### src/rtl/simd_pkg.sv
package simd_pkg;

    localparam int N_BYTE_LANES = 4;
    localparam int N_HALF_LANES = 2;

    typedef enum logic [1:0] {
        OP_ADD = 2'b00,
        OP_SUB = 2'b01,
        OP_XAS = 2'b10,
        OP_XSA = 2'b11
    } simd_op_e;

    typedef struct packed {
        logic [N_BYTE_LANES-1:0] ge;
        logic                    vld;
    } simd_flags_t;

    // Copy each 16-bit lane flag onto the two byte positions it covers
    function automatic logic [N_BYTE_LANES-1:0] spread_half_ge(input logic [N_HALF_LANES-1:0] hge);
        logic [N_BYTE_LANES-1:0] r;
        for (int i = 0; i < N_HALF_LANES; i++) begin
            r[2*i]   = hge[i];
            r[2*i+1] = hge[i];
        end
        return r;
    endfunction

    // Exchange operations always run on 16-bit lanes
    function automatic logic uses_half_lanes(input simd_op_e op, input logic byte_mode);
        return !byte_mode || op[1];
    endfunction

endpackage

### src/rtl/simd_lane_alu.sv
module simd_lane_alu #(
    parameter int W = 8
) (
    input  logic [W-1:0] a,
    input  logic [W-1:0] b,
    input  logic         sub,
    input  logic         sgn,
    output logic [W-1:0] res,
    output logic         ge
);
    logic [W:0] ext_a;
    logic [W:0] ext_b;
    logic [W:0] ext_r;

    always_comb begin
        // One extra bit keeps the lane result exact, so it cannot wrap
        ext_a = {sgn & a[W-1], a};
        ext_b = {sgn & b[W-1], b};
        ext_r = sub ? (ext_a - ext_b) : (ext_a + ext_b);
        res   = ext_r[W-1:0];
        if (sgn)      ge = ~ext_r[W];
        else if (sub) ge = ~ext_r[W];
        else          ge = ext_r[W];
    end
endmodule

### src/rtl/simd_operand_route.sv
module simd_operand_route
    import simd_pkg::*;
#(
    parameter int DATA_W = 32,
    localparam int HALF_W = DATA_W / 2
) (
    input  simd_op_e                          op,
    input  logic [DATA_W-1:0]                 b,
    output logic [N_HALF_LANES-1:0][HALF_W-1:0] half_b,
    output logic [N_HALF_LANES-1:0]           half_sub,
    output logic                              byte_sub
);
    logic [HALF_W-1:0] b_hi;
    logic [HALF_W-1:0] b_lo;

    always_comb begin
        b_hi     = b[DATA_W-1:HALF_W];
        b_lo     = b[HALF_W-1:0];
        byte_sub = (op == OP_SUB);
        case (op)
            OP_ADD: begin half_b = {b_hi, b_lo}; half_sub = 2'b00; end
            OP_SUB: begin half_b = {b_hi, b_lo}; half_sub = 2'b11; end
            OP_XAS: begin half_b = {b_lo, b_hi}; half_sub = 2'b01; end
            default: begin half_b = {b_lo, b_hi}; half_sub = 2'b10; end
        endcase
    end
endmodule

### src/rtl/simd_pack_adder.sv
module simd_pack_adder
    import simd_pkg::*;
#(
    parameter int DATA_W = 32
) (
    input  logic              clk,
    input  logic              rst,
    input  logic              in_valid,
    input  logic [DATA_W-1:0] in_a,
    input  logic [DATA_W-1:0] in_b,
    input  logic [1:0]        in_op,
    input  logic              in_byte,
    input  logic              in_signed,
    output logic              out_valid,
    output logic [DATA_W-1:0] out_result,
    output logic [N_BYTE_LANES-1:0] out_ge
);
    localparam int HALF_W = DATA_W / N_HALF_LANES;
    localparam int BYTE_W = DATA_W / N_BYTE_LANES;

    simd_op_e op;
    assign op = simd_op_e'(in_op);

    logic [N_HALF_LANES-1:0][HALF_W-1:0] half_b;
    logic [N_HALF_LANES-1:0]             half_sub;
    logic                                byte_sub;

    simd_operand_route #(.DATA_W(DATA_W)) u_route (
        .op       (op),
        .b        (in_b),
        .half_b   (half_b),
        .half_sub (half_sub),
        .byte_sub (byte_sub)
    );

    logic [N_BYTE_LANES-1:0][BYTE_W-1:0] byte_res;
    logic [N_BYTE_LANES-1:0]             byte_ge;
    logic [N_HALF_LANES-1:0][HALF_W-1:0] half_res;
    logic [N_HALF_LANES-1:0]             half_ge;

    for (genvar i = 0; i < N_BYTE_LANES; i++) begin : g_byte
        simd_lane_alu #(.W(BYTE_W)) u_lane (
            .a   (in_a[i*BYTE_W +: BYTE_W]),
            .b   (in_b[i*BYTE_W +: BYTE_W]),
            .sub (byte_sub),
            .sgn (in_signed),
            .res (byte_res[i]),
            .ge  (byte_ge[i])
        );
    end

    for (genvar j = 0; j < N_HALF_LANES; j++) begin : g_half
        simd_lane_alu #(.W(HALF_W)) u_lane (
            .a   (in_a[j*HALF_W +: HALF_W]),
            .b   (half_b[j]),
            .sub (half_sub[j]),
            .sgn (in_signed),
            .res (half_res[j]),
            .ge  (half_ge[j])
        );
    end

    logic [DATA_W-1:0]       nxt_res;
    logic [N_BYTE_LANES-1:0] nxt_ge;

    always_comb begin
        if (uses_half_lanes(op, in_byte)) begin
            nxt_res = half_res;
            nxt_ge  = spread_half_ge(half_ge);
        end else begin
            nxt_res = byte_res;
            nxt_ge  = byte_ge;
        end
    end

    simd_flags_t flags_q;

    always_ff @(posedge clk) begin
        if (rst) begin
            flags_q    <= '0;
            out_result <= '0;
        end else begin
            flags_q.vld <= in_valid;
            if (in_valid) begin
                flags_q.ge <= nxt_ge;
                out_result <= nxt_res;
            end
        end
    end

    assign out_valid = flags_q.vld;
    assign out_ge    = flags_q.ge;
endmodule

### config.mk
export PLATFORM = sky130hd
export DESIGN_NAME = simd_pack_adder
export DESIGN_NICKNAME = d
export VERILOG_FILES = /design/src/rtl/simd_pkg.sv /design/src/rtl/simd_lane_alu.sv /design/src/rtl/simd_operand_route.sv /design/src/rtl/simd_pack_adder.sv
export SDC_FILE = /design/constraint.sdc
export NUM_CORES = 1
export LEC_CHECK = 0
export BUFFER_PORTS_ARGS = -buffer_cell sky130_fd_sc_hd__buf_2
export CAP_MARGIN = 20
export CORE_MARGIN = 1.5
export CORE_UTILIZATION = 25
export DETAILED_ROUTE_END_ITERATION = 8
export SKIP_LAST_GASP = 1
export SLEW_MARGIN = 0
export SYNTH_ARGS = -nofsm -noshare
export SYNTH_HDL_FRONTEND = slang
export SYNTH_SLANG_ARGS = --single-unit
### constraint.sdc
create_clock -name clk -period 4.64 [get_ports clk]
set_input_delay 0.928 -clock clk [delete_from_list [all_inputs] [get_ports clk]]
set_output_delay 0.928 -clock clk [all_outputs]
set_load 0.01 [all_outputs]
; Yosys cells after proc, flatten, opt, wreduce, memory -nomap -nowiden
; Index checks and enable logic that the tools add are counted.
[totals]
reg_bits = 37
latchBits = 0
mem_bits_rw = 0
mem_bits_ro = 0
inputBits = 71
output_inout_bits = 37
word_cells = 59
n_memories = 0
[op_classes]
n_addsub = 12
n_mul = 0
div = 0
magnitude_cmp = 0
n_eq_ne = 2
n_shift = 0
muxes = 22
bitwise = 16
reduce_logical = 4
[ops]
columns = operator, n
row1 = $mux 32, 2
row2 = $add 9x9->9, 4
row3 = $mux 9, 4
row4 = $sub 9x9->9, 4
row5 = $add 17x17->17, 2
row6 = $mux 17, 2
row7 = $sub 17x17->17, 2
row8 = $mux 1, 12
row9 = $and 1x1->1, 10
row10 = $not 1->1, 6
row11 = $pmux 2 s3, 1
row12 = $mux 4, 1
row13 = $eq 2x1->1 const B, 1
row14 = $eq 2x2->1 const B, 1
row15 = $logic_not 2->1, 1
row16 = $reduce_or 2->1, 1
row17 = $logic_not 1->1, 1
row18 = $logic_or 1x1->1, 1

; Logic depth before layout (Yosys ltp)
[depth]
word_depth = 10
ltp_mapped = 21
ltp_nobuf = 18

; Hierarchy
; A second synthesis with hierarchy kept.
[unflattened]
hier_cells = 842
area_unflattened_um2 = 7201.9
[modules_own_cells]
columns = mod, instances, cells_each, area_each_um2, seq_area_each_um2
row1 = simd_lane_alu at g_half[0].u_lane ..., 2, 161, 1148.6, 0.0
row2 = simd_pack_adder, 1, 207, 2188.3, 740.7
row3 = simd_lane_alu at g_byte[0].u_lane ..., 4, 68, 534.3, 0.0
row4 = simd_operand_route, 1, 41, 579.3, 0.0

; Worst setup path before layout
; OpenSTA, ideal clock, no wires.
[synth_timing]
path_type = input to register
start = input in_op[1]
end = register flags_q, in the netlist out_ge[0]
setup_time_ps = 103
arrival_time_ps = 4477
required_ps = 4537
path_slack_ps = 60
cell_stages = 20
path_buffers = 3
path_cell_list = inv_1 > ha_1 > buf_6 > nor2_4 > buf_6 > buf_2 > mux2i_1 > ha_1 > and4_1 > a31oi_1 > xor2_1 > ha_1 > nand3_1 > or2_0 > nand3b_1 > o2111ai_1 > a31o_2 > a21oi_1 > xor2_1 > a2111oi_2
[synth_between]
elab_chain_len = 10
word_cells_on_any_way = 19
classes_between = 2 x add/sub / 2 x eq/ne / 9 x mux / 3 x bitwise / 3 x reduce/logical
[synth_rtl]
columns = item, line_no
row1 = start: declaration, simd_pack_adder.sv:11  ; input logic [1:0] in_op,
row2 = $eq 2x1->1 / $logic_not 2->1 (equally long branches), "simd_operand_route.sv:19, simd_operand_route.sv:20"
row3 = $reduce_or 2->1 (no line), n/a
row4 = $mux 32, simd_operand_route.sv:20  ; case (op)
row5 = $and 1x1->1, simd_lane_alu.sv:18  ; ext_b = {sgn & b[W-1], b};
row6 = $add 17x17->17 / $sub 17x17->17 (equally long branches), simd_lane_alu.sv:19  ; ext_r = sub ? (ext_a - ext_b) : (ext_a + ext_b);
row7 = $mux 17, simd_lane_alu.sv:19
row8 = $not 1->1, "simd_lane_alu.sv:21, simd_lane_alu.sv:22"
row9 = $mux 1, simd_lane_alu.sv:22  ; else if (sub) ge = ~ext_r[W];
row10 = $mux 1, simd_lane_alu.sv:21  ; if (sgn) ge = ~ext_r[W];
row11 = $mux 4 *, simd_pack_adder.sv:67  ; if (uses_half_lanes(op, in_byte)) begin
row12 = end: declaration, simd_pack_adder.sv:76  ; simd_flags_t flags_q;
; Mark *: on every way between the ends. The rest lies on a longest branch, timed or not.
; A chain may end at the register's enable or synchronous reset.

; Final worst setup path
[layout_timing]
start = input in_op[0]
end = register flags_q, in the netlist out_ge[1]
; Same word-level chain as after synthesis.

==> results.ini <==
[outcome]
status = finished, final reports clean

[routing]
drt_iter0_drc = 352
drc = 0
routed_wl_um = 20570
final_antenna_net_count = 0
first_pass_iters = 5
viasPerCell = 4.977
num_vias = 6411
routedWlPerCell_um = 15.97

[logic_synthesis]
seq_area_frac_synth = 0.1175
syn-cell-area_um2 = 6305
yosys-top-cells-area = ha_1 (15%), dfxtp_1 (12%), xnor2_1 (8.2%)
ys_warn_count = 0
synth_top_area_share = 0.1469
syn_nets = 998
ys.flop_type = dfxtp_1
yosysUniqueCellTypes = 69
yosys-top-cells-count = nor2_1 (105), ha_1 (74), nand2_1 (63)
synth_edf_count = 0
post_synth.cell_area_avg_um2 = 7.444
synth-seq-cells = 37
synthCells = 847
async_flop_share = 0
synth.most_common_cell = nor2_1
yosysTopAreaCell = ha_1

[place]
place_area_um2 = 7375
hpwl_um = 16830
port_buffers = 107
gp_congestion = 0.8878

[floorplan]
core_um2 = 24530
fp.dieW_um = 161.8
start_util = 0.2570
die_h_um = 161.8
dieArea_um2 = 26180
io-pin-count = 108
core.rowCount = 57

[layout]
area_growth_pct = 19.83
nFillCells = 2713
final_layout_size_suffix_gt1_frac = 0.1958
multi_input_area_um2 = 5273
nets = 1111
regArea_um2 = 740.7
postLayoutCellArea_um2 = 7555

[worst_setup_path]
start_kind = input pin
worstSetupPathType = in -> reg
cp_max_fo = 5
crit_required_ns = 4.83
critical_path_arrival_ns = 4.56
critPathCaptureType = register
setup.worst_path.start = in_op[0]
r2r_start = out_result[30]

[timing]
fmax_mhz = 228.8
relSlewSlack = 0.2623
fin_crit_ns = 4.371
finalHoldViolCount = 0
drv_slew = 0
finalCritPeriodShare = 0.9420
tns_ns = 0
tightest_slew_ns = 1.104
clock_skew_ns = 0
setup_violations = 0
rsz0062_at_grt = false

[global_routing]
grt_usage = 0.1554
overflow = 0
antenna_found_initial = 5
grt_pass1_vias = 6190
grt_pass1_wl_um = 32170
grt_max_degree = 41

[worst_hold_path]
worstHoldPathType = reg -> reg
hold_start = out_result[5]

[clocking]
root_buffer = clkbuf_16
cts_tree = done
cts.sinks = 37
clkLatencyLatePin_ns = 0.29
post_cts_buffers = 0
cts.clk_slew.worst_paths_ns = 0.06
clk_path_buf_depth = 2
cts_buffers = 5
h-tree-depth = 2

[run]
cap_violations = 0

[power]
power.leakage_nw = 3.351
power_w = 0.002029
ir_drop_mv = 0.1558
power.density_nw_per_um2 = 268.6

-- placed cells by master (no fill, tap or decap), types with 37 or more instances in the layout --
cell type,synthesis,routed
buf_2,4,107
nor2_1,105,105
ha_1,74,74
nand2_1,63,63
xnor2_1,59,59
a21oi_1,56,56
xor2_1,47,47
o21ai_0,43,43
buf_4,2,41
nor3_1,39,38
dfxtp_1,37,37
-- layout make-up --
| cell class | count | area share |
|---|---|---|
| Antenna cell | 4 | 0.001325 |
| Tap cell | 324 | 0.05366 |
| Sequential cell | 37 | 0.09805 |
| Multi-Input combinational cell | 735 | 0.6979 |
| Inverter | 32 | 0.01590 |
| Clock buffer | 7 | 0.01888 |
| Timing Repair Buffer | 149 | 0.1143 |
-- critical path: stages --
cell,delay [ns]
buf_2,0.13
inv_1,0.05
ha_1,0.28
nor2_4,0.21
mux2i_2,0.33
o21a_1,0.18
nand3_1,0.09
nor3b_2,0.25
a31oi_1,0.13
xor2_1,0.16
ha_1,0.30
nand3_1,0.08
or2_0,0.25
nand3b_1,0.18
o2111ai_1,0.18
a31o_2,0.19
a21oi_1,0.07
xor2_1,0.18
a2111oi_2,0.38
-- layer usage --
metal	GRT usage	up-vias	wire (um)
met4	0.04462	2	435
li1	-	3259	-
met5	0	-	11
met3	0.04137	23	1171
met2	0.2573	131	9485
met1	0.1975	2996	9462
-- repair_timing --
action / CTS / global route
hold buffers: 0 / 0
endpoints found under the setup margin: 0 / 5
gates resized for setup: 0 / 6
-- sequential cells by signal, summed over array words and instances (netlist names) --
register and flops:
out_ge 4, out_result 32, out_valid 1
-- through the flow --
step	cells	util	hold slack, ns	setup slack [ns]
final	1288	0.3079	0.4697	0.2691
after CTS	1284	0.3064	0.4699	0.1323
after floorplan	847	-	0.4902	0.05991
after detailed placement	1277	0.3006	0.4610	-0.1309
after global routing	1285	0.3076	0.4938	0.004341
after global placement	1277	0.3006	0.4551	-0.01567
-- report_power, final --
part / internal [W] / switching [W] / leakage, nW
sequential: 0.000363 / 0.0000204 / 0.307
combinational: 0.000575 / 0.000708 / 2.97
clock: 0.000212 / 0.000151 / 0.0700
total: 0.00115 / 0.000880 / 3.35
-- final timing paths --
path	to	slack, ns	depth (start not counted)
max	out_ge[1]	0.27	19
min	out_result[5]	0.47	2
max reg2reg	out_result[30]	3.73	2
min reg2reg	out_result[5]	0.47	2
-- cells by family after synthesis --
group | after synthesis | synth area share
and+or+nand+nor | 301 | 0.2346
AOI/OAI and AO/OA | 201 | 0.2030
xor gates and xnor gates | 106 | 0.1473
adders and majority gates | 80 | 0.1659
buffers and inverters | 75 | 0.05180
muxes | 47 | 0.07997
DFF | 37 | 0.1175
(Power assumes the default switching activity.)
